## config.mk

```make
export PLATFORM = sky130hd
export DESIGN_NAME = hp_escalation_router
export DESIGN_NICKNAME = d
export VERILOG_FILES = /design/src/rtl/hp_route_pkg.sv /design/src/rtl/hp_ctrl_reg.sv /design/src/rtl/hp_status_reg.sv /design/src/rtl/hp_req_fsm.sv /design/src/rtl/hp_escalation_router.sv
export SDC_FILE = /design/constraint.sdc
export NUM_CORES = 1
export LEC_CHECK = 0
export ABC_AREA = 1
export BUFFER_PORTS_ARGS = -buffer_cell sky130_fd_sc_hd__buf_2
export CAP_MARGIN = 10
export CORE_ASPECT_RATIO = 0.8
export CORE_MARGIN = 2
export CORE_UTILIZATION = 30
export DETAILED_ROUTE_END_ITERATION = 7
export PLACE_DENSITY = 0.75
export SETUP_SLACK_MARGIN = 0.2
export SLEW_MARGIN = 20
export SYNTH_ARGS = -nofsm -noshare
export SYNTH_HDL_FRONTEND = slang
export SYNTH_SLANG_ARGS = --single-unit
export TNS_END_PERCENT = 100
```

## constraint.sdc

```tcl
create_clock -name clk -period 1.1 [get_ports clk]
set_input_delay 0 -clock clk [delete_from_list [all_inputs] [get_ports clk]]
set_output_delay 0 -clock clk [all_outputs]
set_load 0.005 [all_outputs]
```

## src/rtl/hp_route_pkg.sv

```systemverilog
package hp_route_pkg;
    localparam int SCI_EN_BIT  = 30;
    localparam int SMI_EN_BIT  = 1;
    localparam int SCI_STS_BIT = 30;
    localparam int SMI_STS_LO  = 1;
    localparam int NUM_EVT     = 3;
    localparam int NUM_PATH    = 2;

    typedef enum logic {
        REQ_QUIET  = 1'b0,
        REQ_RAISED = 1'b1
    } req_state_t;
endpackage

```

## src/rtl/hp_ctrl_reg.sv

```systemverilog
module hp_ctrl_reg #(
    parameter int ADDR_W = 8,
    parameter logic [ADDR_W-1:0] OFS = 'hD8
) (
    input  logic              clk,
    input  logic              rst_n,
    input  logic              wr,
    input  logic [ADDR_W-1:0] addr,
    input  logic              smi_wbit,
    input  logic              sci_wbit,
    output logic              smi_en,
    output logic              sci_en
);
    logic hit;
    assign hit = wr && (addr == OFS);

    always_ff @(posedge clk or negedge rst_n) begin
        if (!rst_n) begin
            smi_en <= 1'b0;
            sci_en <= 1'b0;
        end else if (hit) begin
            smi_en <= smi_wbit;
            sci_en <= sci_wbit;
        end
    end
endmodule

```

## src/rtl/hp_status_reg.sv

```systemverilog
module hp_status_reg #(
    parameter int ADDR_W  = 8,
    parameter int NUM_EVT = 3,
    parameter logic [ADDR_W-1:0] OFS = 'hDC
) (
    input  logic               clk,
    input  logic               rst_n,
    input  logic               wr,
    input  logic [ADDR_W-1:0]  addr,
    input  logic [NUM_EVT-1:0] smi_clr,
    input  logic               sci_clr,
    input  logic [NUM_EVT-1:0] smi_set,
    input  logic               sci_set,
    output logic [NUM_EVT-1:0] smi_q,
    output logic               sci_q,
    output logic [NUM_EVT-1:0] smi_d,
    output logic               sci_d
);
    logic hit;
    assign hit = wr && (addr == OFS);

    // set has priority over a same-cycle write-one clear
    always_comb begin
        smi_d = smi_q;
        sci_d = sci_q;
        if (hit) begin
            smi_d = smi_d & ~smi_clr;
            sci_d = sci_d & ~sci_clr;
        end
        smi_d = smi_d | smi_set;
        sci_d = sci_d | sci_set;
    end

    always_ff @(posedge clk or negedge rst_n) begin
        if (!rst_n) begin
            smi_q <= '0;
            sci_q <= 1'b0;
        end else begin
            smi_q <= smi_d;
            sci_q <= sci_d;
        end
    end
endmodule

```

## src/rtl/hp_req_fsm.sv

```systemverilog
module hp_req_fsm
    import hp_route_pkg::*;
(
    input  logic clk,
    input  logic rst_n,
    input  logic level_d,
    output logic req
);
    req_state_t state, nxt;

    always_ff @(posedge clk or negedge rst_n) begin
        if (!rst_n) state <= REQ_QUIET;
        else        state <= nxt;
    end

    always_comb begin
        nxt = state;
        unique case (state)
            REQ_QUIET:  if (level_d)  nxt = REQ_RAISED;  // ESCALATE
            REQ_RAISED: if (!level_d) nxt = REQ_QUIET;   // RELEASE
            default:    nxt = REQ_QUIET;
        endcase
    end

    always_comb begin
        req = (state == REQ_RAISED);
    end
endmodule

```

## src/rtl/hp_escalation_router.sv

```systemverilog
module hp_escalation_router
    import hp_route_pkg::*;
#(
    parameter int ADDR_W = 8,
    parameter int DATA_W = 32,
    parameter logic [ADDR_W-1:0] CTRL_OFS = 'hD8,
    parameter logic [ADDR_W-1:0] STAT_OFS = 'hDC
) (
    input  logic              clk,
    input  logic              rst_n,
    input  logic              ev_cmd_done,
    input  logic              ev_presence,
    input  logic              ev_button,
    input  logic [2:0]        native_en,
    input  logic [ADDR_W-1:0] reg_addr,
    input  logic              reg_wr,
    input  logic [DATA_W-1:0] reg_wdata,
    output logic [DATA_W-1:0] reg_rdata,
    output logic              smi_req,
    output logic              sci_req
);
    localparam int SMI_STS_HI = SMI_STS_LO + NUM_EVT - 1;

    logic               smi_en, sci_en;
    logic [NUM_EVT-1:0] evt_vec, smi_set, smi_q, smi_d;
    logic               sci_set, sci_q, sci_d;
    logic [DATA_W-1:0]  ctrl_word, stat_word;
    logic [NUM_PATH-1:0] lvl_d, req_v;
    logic               unused_wdata;

    assign unused_wdata = ^reg_wdata;

    // event order matches status bits {3,2,1} and native_en {2,1,0}
    assign evt_vec = {ev_cmd_done, ev_button, ev_presence};
    assign smi_set = smi_en ? evt_vec : '0;
    assign sci_set = sci_en && |(evt_vec & native_en);

    hp_ctrl_reg #(.ADDR_W(ADDR_W), .OFS(CTRL_OFS)) u_ctrl (
        .clk      (clk),
        .rst_n    (rst_n),
        .wr       (reg_wr),
        .addr     (reg_addr),
        .smi_wbit (reg_wdata[SMI_EN_BIT]),
        .sci_wbit (reg_wdata[SCI_EN_BIT]),
        .smi_en   (smi_en),
        .sci_en   (sci_en)
    );

    hp_status_reg #(.ADDR_W(ADDR_W), .NUM_EVT(NUM_EVT), .OFS(STAT_OFS)) u_stat (
        .clk     (clk),
        .rst_n   (rst_n),
        .wr      (reg_wr),
        .addr    (reg_addr),
        .smi_clr (reg_wdata[SMI_STS_HI:SMI_STS_LO]),
        .sci_clr (reg_wdata[SCI_STS_BIT]),
        .smi_set (smi_set),
        .sci_set (sci_set),
        .smi_q   (smi_q),
        .sci_q   (sci_q),
        .smi_d   (smi_d),
        .sci_d   (sci_d)
    );

    // path 0 = SMI, path 1 = SCI
    assign lvl_d = {sci_d, |smi_d};

    generate
        for (genvar p = 0; p < NUM_PATH; p++) begin : g_path
            hp_req_fsm u_fsm (
                .clk     (clk),
                .rst_n   (rst_n),
                .level_d (lvl_d[p]),
                .req     (req_v[p])
            );
        end
    endgenerate

    assign smi_req = req_v[0];
    assign sci_req = req_v[1];

    always_comb begin
        ctrl_word = '0;
        ctrl_word[SMI_EN_BIT] = smi_en;
        ctrl_word[SCI_EN_BIT] = sci_en;
        stat_word = '0;
        stat_word[SMI_STS_HI:SMI_STS_LO] = smi_q;
        stat_word[SCI_STS_BIT] = sci_q;
    end

    always_comb begin
        if (reg_addr == CTRL_OFS)      reg_rdata = ctrl_word;
        else if (reg_addr == STAT_OFS) reg_rdata = stat_word;
        else                           reg_rdata = '0;
    end
endmodule

```

======== After elaboration in Yosys (flattened, before gate mapping) ========
Index checks and enable logic that the tools add are counted.
storage, ports and cells
  bits in registers ....................... 8
  input bits .............................. 49
  output and inout port bits .............. 34
  word-level logic and storage cells ...... 27
operators by class
  eq/ne operators ......................... 2
  multiplexer cells ....................... 7
  bitwise operators ....................... 7
  reduce and logical (&&, ||, !) cells .... 5
operators with widths
  operator            number
  $mux 31             2
  $eq 8x8->1 const B  2
  $and 3x3->3         2
  $mux 3              2
  $reduce_or 3->1     2
  $logic_and 1x1->1   3
  $mux 1              3
  $not 3->3           1
  $or 3x3->3          1
  $and 1x1->1         1
  $not 1->1           1
  $or 1x1->1          1

======== Longest topological paths before layout ========
Gate-level depths: netlist (run 1).
  depth after elaboration ................. 6
  gate-level depth with buffers ........... 8
  depth with buffers taken out ............ 8

======== Modules after synthesis ========
A second synthesis (run 1) with hierarchy kept.
unflattened totals
  cells, all modules ...................... 120
  area total of the unflattened synthesis .. 825.8 um2
modules (own cells, without submodules)
  module                times used  cells each  area an instance (um2)  seq. area each (um2)
  hp_escalation_router  1           65          384.1                   0.0
  hp_status_reg         1           37          272.8                   100.1
  hp_ctrl_reg           1           16          118.9                   50.0
  hp_req_fsm            2           1           25.0                    25.0

======== Worst setup path before layout (run 1) ========
No wires, ideal clock.
  path type ............................... register to register
  start point ............................. reg u_stat.smi_q[2]
  end point ............................... reg g_path[0].u_fsm.state
  setup time .............................. 0.125 ns
  arrival time ............................ 0.731 ns
  path slack .............................. 0.244 ns
  stages on the path, launching flop included .. 7
  path buffers ............................ 0
  clock period less this slack ............ 0.856 ns
  cells stage by stage .................... dfrtp_1 -> inv_1 -> nor2_1 -> nand4_1 -> nand2_1 -> nor2_2 -> nand3_1
on the way
  word-level cells in the longest chain between the ends .. 5
ends and longest elaborated chain
  element                            RTL line                            RTL
  start: declaration                 hp_status_reg.sv:14                 output logic [NUM_EVT-1:0] smi_q,
  start signal: assignment           hp_status_reg.sv:39                 smi_q <= smi_d;
  $and 3x3->3                        hp_status_reg.sv:27                 smi_d = smi_d & ~smi_clr;
  $mux 3 *                           hp_status_reg.sv:26                 if (hit) begin
  $or 3x3->3 *                       hp_status_reg.sv:30                 smi_d = smi_d | smi_set;
  $reduce_or 3->1 *                  hp_escalation_router.sv:65          assign lvl_d = {sci_d, |smi_d};
  named net g_path[0].u_fsm.level_d  hp_req_fsm.sv:6                     input logic level_d,
  $mux 1 *                           hp_req_fsm.sv:19, hp_req_fsm.sv:20
  end signal: assignment             hp_req_fsm.sv:13                    else state <= nxt;
  end: declaration                   hp_req_fsm.sv:9                     req_state_t state, nxt;
Mark *: on every way through the listed nets, which the timed path passes. The rest lies on a longest branch.
A chain may end at the register's enable or synchronous reset.

======== Worst setup path after layout (run 1) ========
Same ends and word-level chain as after synthesis.

==> reports/summary.md, run 1 <==
Timing
• 0 ps — setup TNS
• 1072 MHz — timing-limited maximum frequency
• 2.255 ps — Post-Route Skew
• 0 — max-slew violation count
• 933.1 ps — Tmin final
• 0 — count of final setup violators
• yes — setup repair after global routing missed its margin
• 0 — final hold viol count
• 84.83% — share of the clock period used by the worst path after layout

Drt
• 1.099 mm — total wire length
• 4 — count of TritonRoute iterations in the first routing pass
• 0 — number of antenna-violating nets in the routed design
• 13 — drt initial violations
• 0 — post-detailed-route DRC marker count
• 566 — via count
• 3.675 — number of vias per cell
• 7.136 microns — post-detailed-route wirelength per cell

Cells and area
• 14.68% — area growth from synthesis to layout
• 179 — NumNets Final
• 30.23% — layout cells sized above 1
• 254 — number of fill cells in the layout
• 0 — total inserted antenna cells

Clock tree
• clkbuf_4 — CTS root buf
• 240 ps — Clk Latency, worst-skew pair
• done — CTS tree
• 7 — total clock sinks
• 3 — number of clock buffers inserted by TritonCTS
• 50 ps — clk slew on worst S/H paths
• 2 — buffers from clock root to sink, at most
• 1 — number of levels in the clock H-tree
• 0 — number of buffers inserted to repair setup after CTS

Logic synthesis
• dfrtp_1 — most common flop cell mapped by yosys
• 0 — count of yosys warnings during synthesis
• 0 — Post-synth EDFFs
• 26.02% — post-synthesis sequential area ratio
• 6.869 sq um — average cell area after synthesis
• buf_4, nand2_1, inv_1 — most used standard cells in the synthesized netlist
• 100.0% — fraction of synthesis flops using an asynchronous set or reset pin
• buf_4 — library cell with the largest summed area after synthesis
• buf_4, dfrtp_1, nand2_1, inv_1, nand3_1 — leading post-synthesis cells by cell area
• 7 — number of register bits inferred by synthesis
• 31.23% — fraction of post-synthesis cell area in the top cell type by area
• 15 — number of distinct library cells after synthesis
• buf_4 — most common cell in the netlist
• 673.1 sq um — mapped cell area
• 98 — synthesized instance count

Power
• 1120 nW/um^2 — Power per Cell Area
• 32.1% — portion of total power attributed to combinational logic
• 0.4795 nW — Leak
• 0.8648 mW — Power, Total
• 0.5804 mW — internal power consumption
• 42.6% — Seq pwr share
• 0.3938 mV — worst-case vdd ir drop
• 32.88% — fraction of power spent switching nets
• 0.2844 mW — sw power
• 25.3% — fraction of power consumed by the clock network

Global route
• 8 — maximum number of pins on one net before global-route repair
• 452 — vias in the first global route
• 8.743% — total routing resource utilization after global routing
• 0 — GRT Residual Overflow
• 1.711 mm — global-route wire length before repair
• 0 — initial antenna violation count

Floorplan
• 56.96 microns — overall die width
• 2140 sq um — core outline area
• 46.37 microns — die height
• 83 — number of top-level pins
• 15 — total number of placement rows
• 2641 sq um — overall die area
• 31.46% — starting utilization of the core area

Place
• 0.7058 — placer congestion estimate
• 995.1 microns — Detail Placement HPWL
• 26 — number of buffers inserted by port buffering

Worst setup path
• 1220 ps — required time reported for the critical path endpoint
• 1060 ps — WP data arrival
• register — kind of start point of the critical path
• 2 — crit-path max FO
• register to register — critical path class
• register — nature of the critical path endpoint

Job
• 0 — max_cap viols

Outcome
• completed — run status

Hold path
• primary input to register — hold crit path type

through the flow:
stage	util [%]	hold slack, ps	std cells	instance area (sq um)	setup slack, ps
global route	36.08	43.66	154	772.0	97.51
finish	36.08	17.85	154	772.0	166.9
CTS	35.96	13.99	154	769.5	157.8
detailed placement	34.27	-166.4	149	733.2	133.7
global placement	34.27	-167.5	149	733.2	153.7
floorplan	-	-295.6	125	774.5	243.7
final timing paths:
path                                  endpoint  cells past startpoint  slack [ps]             from
setup / recovery           g_path[0].u_fsm.req                      6         170  u_stat.smi_q[2]
hold / removal                   u_ctrl.sci_en                      3          20    reg_wdata[30]
setup reg to reg           g_path[0].u_fsm.req                      6         170  u_stat.smi_q[2]
hold reg to reg                u_stat.smi_q[1]                      2         500  u_stat.smi_q[1]
max in group asynchronous      u_stat.smi_q[0]                      2         840            rst_n
min in group asynchronous      u_stat.smi_q[1]                      2         110            rst_n
critical path: stages, from the launching register on:
cell and delay (ps):
dfrtp_1 380, inv_2 70, nor2_2 30, nand4_1 80
nand2_1 80, nor2_2 100, nand3_1 80
kinds of logic (layout without fill, tap and decap cells):
kind of cell / after synthesis / count (layout) / synth area share [%]
simple gates: 45 / 45 / 32.15
buf+inv: 42 / 46 / 39.03
compound gates: 3 / 3 / 2.230
other cells: 1 / 28 / 0.5571
flops: 7 / 7 / 26.02
cell type report:
class                           instances  area (sq um)  area share, %
Clock buffer                            4         26.28          3.404
Tap cell                               25         31.28          4.052
Inverter                               14         52.55          6.807
Timing Repair Buffer                   28         147.6          19.12
Multi-Input combinational cell         76         339.1          43.92
Sequential cell                         7         175.2          22.69
per-layer routing:
| layer | vias up | track usage, % | share of wire, % |
|---|---|---|---|
| li1 | 303 | - | - |
| met1 | 235 | 10.98 | 42 |
| met2 | 28 | 13.10 | 45 |
| met3 | 0 | 1.966 | 13 |
| met4 | 0 | 6.977 | 0 |
| met5 | - | 0 | 0 |
cells in the final DEF, fill, tap and decap left out, types with 2 or more instances in the layout:
master     n
nand4_1    4
nor2_2     3
nand2_2    2
nor2_1     5
nand3_1    5
clkbuf_4   3
nor2_4     2
nand2_1   23
o21ai_1    2
dfrtp_1    7
buf_2     26
conb_1    28
inv_1     12
registers in the layout, summed over array words and instances, names as in the netlist:
register          flops
u_stat.smi_q          3
g_path.u_fsm.req      2
u_ctrl.sci_en         1
u_ctrl.smi_en         1
repair_timing:
action                                 CTS  global route
resized for setup                        0             3
setup endpoints to repair                2             6
pin swaps                                1             2
hold buffers                             1             0
endpoints found under the hold margin    7             0
power by group through the flow:
stage	Combinational [mW]	Clock (mW)	Sequential (mW)
finish	0.278	0.219	0.368
global placement	0.267	0	0.370
detailed placement	0.270	0	0.371
floorplan	0.239	0	0.371
global route	0.331	0.240	0.376
CTS	0.276	0.231	0.367
Power figures use the tool's default switching activity.
==> run 2, diff against run 1 <==
==> constraint.sdc (replaced) <==
create_clock -name clk -period 0.9 [get_ports clk]
set_input_delay 0 -clock clk [delete_from_list [all_inputs] [get_ports clk]]
set_output_delay 0 -clock clk [all_outputs]
set_load 0.005 [all_outputs]
==> run 2 against run 1 <==
Clock skew down 1.6 ps. Worst hold slack worse by 5.4 ps. Register-to-register slack worse by 200 ps. Final area up 6.3%. Final cell count up 1.3%. Largest cell class unchanged. Critical endpoint is now reg_rdata[1]. First-iteration DRC count down 77%. Global-route usage up 0.55 points. Via count up 1.2%. Sequential share of layout area down 1.3 points. Critical path depth down 3. The run now ends with negative setup slack left. Worst setup slack worse by 200 ps.
==> reports/summary.md, run 2 (same netlist as run 1, synthesis figures left out) <==
Global route
• 1.787 mm — global-route wire length before repair
• 8 — maximum number of pins on one net before global-route repair
• 9.295% — total routing resource utilization after global routing
• 0 — initial antenna violation count
• 429 — vias in the first global route
• 0 — GRT Residual Overflow

Place
• 757.0 sq um — Post-Place Cell Area
• 1.068 mm — Detail Placement HPWL
• 0.7439 — placer congestion estimate
• 150 — total instance count after detailed placement
• 26 — number of buffers inserted by port buffering

Cells and area
• 0 — total inserted antenna cells
• 240 — number of fill cells in the layout
• 175.2 sq um — Register Area
• conb_1 — leading cell type in the layout, fill and taps excluded
• 360.3 sq um — multi-input gate area in the final layout
• 3 — max reg flops
• 820.8 sq um — post-route cell area
• 156 — Post-Layout Cell Count
• 21.93% — area growth from synthesis to layout
• 38.17% — layout cells sized above 1
• u_stat.smi_q — top register by number of flip-flops
• conb_1, buf_2, nand2_1 — most used cells in the layout excluding fill and tap cells
• 181 — NumNets Final
• 38.36% — final core utilization

Drt
• 3 — count of TritonRoute iterations in the first routing pass
• 3 — drt initial violations
• 0 — number of antenna-violating nets in the routed design
• 3.673 — number of vias per cell
• 7.712 microns — post-detailed-route wirelength per cell
• 0 — post-detailed-route DRC marker count
• 1.203 mm — total wire length
• 573 — via count

Worst setup path
• register to output port — critical path class
• 930 ps — WP data arrival
• output port — nature of the critical path endpoint
• 900 ps — required time reported for the critical path endpoint
• 5 — crit-path max FO
• register — kind of start point of the critical path
• -30 ps — slack of the worst reg-to-reg path

Floorplan
• 15 — total number of placement rows
• 46.37 microns — die height
• 31.46% — starting utilization of the core area
• 83 — number of top-level pins
• 56.96 microns — overall die width
• 2641 sq um — overall die area
• 2140 sq um — core outline area

Timing
• 1070 MHz — timing-limited maximum frequency
• -64.84 ps — setup TNS
• yes — setup repair after global routing missed its margin
• 0 — max-slew violation count
• 0 — final hold viol count
• -34.29 ps — Worst Setup Slack, final
• 934.3 ps — Tmin final
• 0.6260 ps — Post-Route Skew
• 2 — count of final setup violators
• 103.8% — share of the clock period used by the worst path after layout

Hold path
• primary input to register — hold crit path type

Power
• 0.3837 mW — sw power
• 1358 nW/um^2 — Power per Cell Area
• 24.5% — fraction of power consumed by the clock network
• 0.3897 mV — worst-case vdd ir drop
• 34.5% — portion of total power attributed to combinational logic
• 0.7312 mW — internal power consumption
• 34.42% — fraction of power spent switching nets
• 0.5061 nW — Leak
• 41.0% — Seq pwr share

Clock tree
• 3 — number of clock buffers inserted by TritonCTS
• 7 — total clock sinks
• done — CTS tree
• 1 — number of levels in the clock H-tree
• 50 ps — clk slew on worst S/H paths
• clkbuf_4 — CTS root buf
• 240 ps — Clk Latency, worst-skew pair
• 2 — buffers from clock root to sink, at most

Outcome
• negative setup slack — failing checks
• finished with violations — run status

Job
• 0 — max_cap viols

[run 2: per-stage QoR]
step	total power [mW]	worst slack, ps	hold WS, ps
2_1_floorplan	0.7515	43.73	-295.6
3_3_place_gp	0.7936	-16.47	-167.5
3_5_place_dp	0.8000	-28.09	-167.1
4_1_cts	1.094	-52.19	11.47
5_1_grt	1.229	-122.2	24.12
6_report	1.115	-34.29	12.47
[run 2: area by class of cell]
cell class                      instances  area share [%]
Timing Repair Buffer                   30           20.27
Clock buffer                            4           3.201
Tap cell                               25           3.811
Multi-Input combinational cell         76           43.90
Inverter                               14           7.470
Sequential cell                         7           21.34
[run 2: final timing paths]
kind / cells past startpoint / to / from
max: 3 / reg_rdata[1] / u_ctrl.smi_en
min: 3 / u_ctrl.sci_en / reg_wdata[30]
max reg2reg: 6 / g_path[0].u_fsm.req / u_stat.smi_q[2]
min reg2reg: 2 / g_path[1].u_fsm.req / g_path[1].u_fsm.req
max in group asynchronous: 2 / u_stat.smi_q[2] / rst_n
min in group asynchronous: 2 / u_stat.smi_q[0] / rst_n
[run 2: power groups by stage]
stage                     registers (mW)  logic, mW  clock network, mW
after floorplan                    0.454      0.298                  0
after global placement             0.453      0.341                  0
after detailed placement           0.453      0.347                  0
after CTS                          0.448      0.362              0.283
after global routing               0.468      0.448              0.313
final                              0.457      0.385              0.273
[run 2: layer usage]
metal  share of wire, %  GRT usage, %  up-vias
met4                  0         6.977        0
met3                 11         2.809        0
met1                 44         12.35      240
met2                 45         12.64       28
li1                   -             -      305
met5                  0             0        -
[run 2: repair_timing]
action / 4_1_cts / 5_1_grt
endpoints found under the setup margin: 10 / 12
gates resized for setup: 3 / 7
pin swaps: 12 / 8
setup buffers: 1 / 0
hold endpoints to repair: 7 / 0
hold buffers: 1 / 0
[run 2: worst max-delay path, stage by stage (launching register included)]
cell,delay [ps]
dfrtp_1,420
nand2_1,100
o21ai_2,50
buf_2,120
==> run 3, diff against run 2 <==
--- a/config.mk
+++ b/config.mk
@@ -10,9 +10,9 @@
 export CAP_MARGIN = 10
 export CORE_ASPECT_RATIO = 0.8
 export CORE_MARGIN = 2
-export CORE_UTILIZATION = 30
+export CORE_UTILIZATION = 32
 export DETAILED_ROUTE_END_ITERATION = 7
-export PLACE_DENSITY = 0.75
+export PLACE_DENSITY = 0.8
 export SETUP_SLACK_MARGIN = 0.2
 export SLEW_MARGIN = 20
 export SYNTH_ARGS = -nofsm -noshare
==> run 3 against run 2 <==
The flow still finishes with violations (negative setup slack). Largest power group unchanged. Wire length is 16% higher. Non-clock buffer count up 1. Global-route usage up 2.9 points. Sequential share of layout area fell by 0.27 points. Highest routed layer is now met4. Sequential power barely moved. Clock power hardly changed. Die area fell by 5.8%. Register-to-register slack about the same.
==> reports/summary.md, run 3 (same netlist as run 1, synthesis figures left out) <==
Timing
• 924.7 ps — Tmin final
• yes — setup repair after global routing missed its margin
• 24.20 ps — worst hold slack across all endpoints
• 0 — max-slew violation count
• -24.68 ps — Worst Setup Slack, final
• 102.7% — share of the clock period used by the worst path after layout
• 0 — final hold viol count
• -56.49 ps — setup TNS
• 3 — count of final setup violators
• 0.2577 ps — Post-Route Skew
• 1081 MHz — timing-limited maximum frequency

Cells and area
• u_stat.smi_q — top register by number of flip-flops
• 3 — max reg flops
• 182 — NumNets Final
• 837.1 sq um — post-route cell area
• 0 — total inserted antenna cells
• conb_1 — leading cell type in the layout, fill and taps excluded
• 24.35% — area growth from synthesis to layout
• conb_1, buf_2, nand2_1 — most used cells in the layout excluding fill and tap cells
• 221 — number of fill cells in the layout
• 156 — Post-Layout Cell Count
• 40.91% — layout cells sized above 1
• 43.44% — final core utilization

Power
• 0.7590 mW — internal power consumption
• 23.5% — fraction of power consumed by the clock network
• 0.4067 mW — sw power
• 39.5% — Seq pwr share
• 1393 nW/um^2 — Power per Cell Area
• 34.89% — fraction of power spent switching nets
• 0.5101 nW — Leak
• 37.0% — portion of total power attributed to combinational logic
• 0.5279 mV — worst-case vdd ir drop
• 1.166 mW — Power, Total

Clock tree
• 1 — number of levels in the clock H-tree
• 50 ps — clk slew on worst S/H paths
• 240 ps — Clk Latency, worst-skew pair
• 7 — total clock sinks
• clkbuf_4 — CTS root buf
• 3 — number of clock buffers inserted by TritonCTS
• 2 — buffers from clock root to sink, at most
• done — CTS tree

Global route
• 547 — vias in the first global route
• 8 — maximum number of pins on one net before global-route repair
• 20.00% — GR Util met2
• met2 — busiest grt layer
• 0 — initial antenna violation count
• 5.444% — met3 track demand over resource in global routing
• 2.270 mm — global-route wire length before repair
• 0 — GRT Residual Overflow
• 13.85% — Global Route met1 Usage
• 12.17% — total routing resource utilization after global routing

Outcome
• finished with violations — run status
• negative setup slack — failing checks

Drt
• 23 — drt initial violations
• 4 — count of TritonRoute iterations in the first routing pass
• 1.390 mm — total wire length
• 4.038 — number of vias per cell
• 630 — via count
• 8.910 microns — post-detailed-route wirelength per cell
• 0 — number of antenna-violating nets in the routed design
• 0 — post-detailed-route DRC marker count

Hold path
• u_ctrl.sci_en — sink of the worst hold path
• reg_wdata[30] — startpoint of the tightest hold check path
• primary input to register — hold crit path type
• 3 — worst hold stages

Job
• 0 — max_cap viols

Floorplan
• 45.02 microns — die height
• 2489 sq um — overall die area
• 1927 sq um — core outline area
• 14 — total number of placement rows
• 55.28 microns — overall die width
• 34.94% — starting utilization of the core area
• 83 — number of top-level pins

Worst setup path
• 1 — worst path buffer plus inverter count
• -20 ps — slack of the worst reg-to-reg path
• inv_2 > nor2_1 > nand4_1 > nand2_1 > nor2_2 > nand3_1 — cells along the critical path
• 6 — Worst Reg-to-Reg Cells
• register to register — critical path class
• 1050 ps — WP data arrival
• 1020 ps — required time reported for the critical path endpoint
• g_path[0].u_fsm.req — endpoint of the most critical register-to-register path
• register — nature of the critical path endpoint
• dfrtp_1 — CP max-delay cell
• register — kind of start point of the critical path
• 2 — crit-path max FO
• 380 ps — largest stage delay on the critical path
• flip-flops — Largest delay share family, worst path
• u_stat.smi_q[2] — reg-to-reg critical path startpoint

Place
• 1.188 mm — Detail Placement HPWL
• 763.2 sq um — Post-Place Cell Area
• 26 — number of buffers inserted by port buffering
• 0.7510 — placer congestion estimate
• -48.60 ps — Placement Setup Slack
• 150 — total instance count after detailed placement

## run 3: changes by cell type in the layout (fill, tap and decap cells not counted)
cell     change
buf_6        +1
dfrtp_1      -1
dfrtp_2      +1
nand2_1      -1
nand2_2      +1
nor2_1       -1
nor2_2       +1
## run 3: per-layer routing
metal	share of wire, %	vias up	wire length [microns]
li1	-	308	-
met1	39	280	539
met2	49	40	675
met3	12	2	167
met4	0.58	0	8
met5	0	-	0
## run 3: layout make-up
class	count	area (sq um)	area share (%)
clock buffer	4	26.28	3.139
inverter	14	61.31	7.324
multi-input combinational	76	365.4	43.65
sequential	7	176.4	21.08
tap	24	30.03	3.587
timing repair buffer	31	177.7	21.23
## run 3: power groups by stage
| stage | Clock (mW) | Sequential, mW | Combinational [mW] |
|---|---|---|---|
| floorplan | 0 | 0.454 | 0.298 |
| global placement | 0 | 0.457 | 0.359 |
| detailed placement | 0 | 0.455 | 0.374 |
| CTS | 0.292 | 0.453 | 0.404 |
| global route | 0.317 | 0.472 | 0.490 |
| finish | 0.274 | 0.460 | 0.432 |
## run 3: worst max-delay path by stage
stage	depth (start not counted)	start	slack [ps]	endpoint
floorplan	6	u_stat.smi_q[2]	40	g_path[0].u_fsm.req
global route	6	u_stat.smi_q[0]	-100	g_path[0].u_fsm.req
global placement	9	reg_addr[5]	-20	g_path[0].u_fsm.req
finish	6	u_stat.smi_q[2]	-20	g_path[0].u_fsm.req
detailed placement	9	reg_addr[5]	-50	g_path[0].u_fsm.req
CTS	6	u_stat.smi_q[0]	-40	g_path[0].u_fsm.req
## run 3: worst reg2reg max path, cell delays in order, from the launching register on
cell     delay [ps]
dfrtp_1         380
inv_2            60
nor2_1           40
nand4_1          80
nand2_1          70
nor2_2           90
nand3_1          80
## run 3: what timing repair did
action | 4_1_cts | 5_1_grt
gates resized for setup | 5 | 9
endpoints found under the hold margin | 7 | 0
endpoints found under the setup margin | 10 | 13
pin swaps | 12 | 3
buffers inserted | 1 | 0
hold buffers | 1 | 0
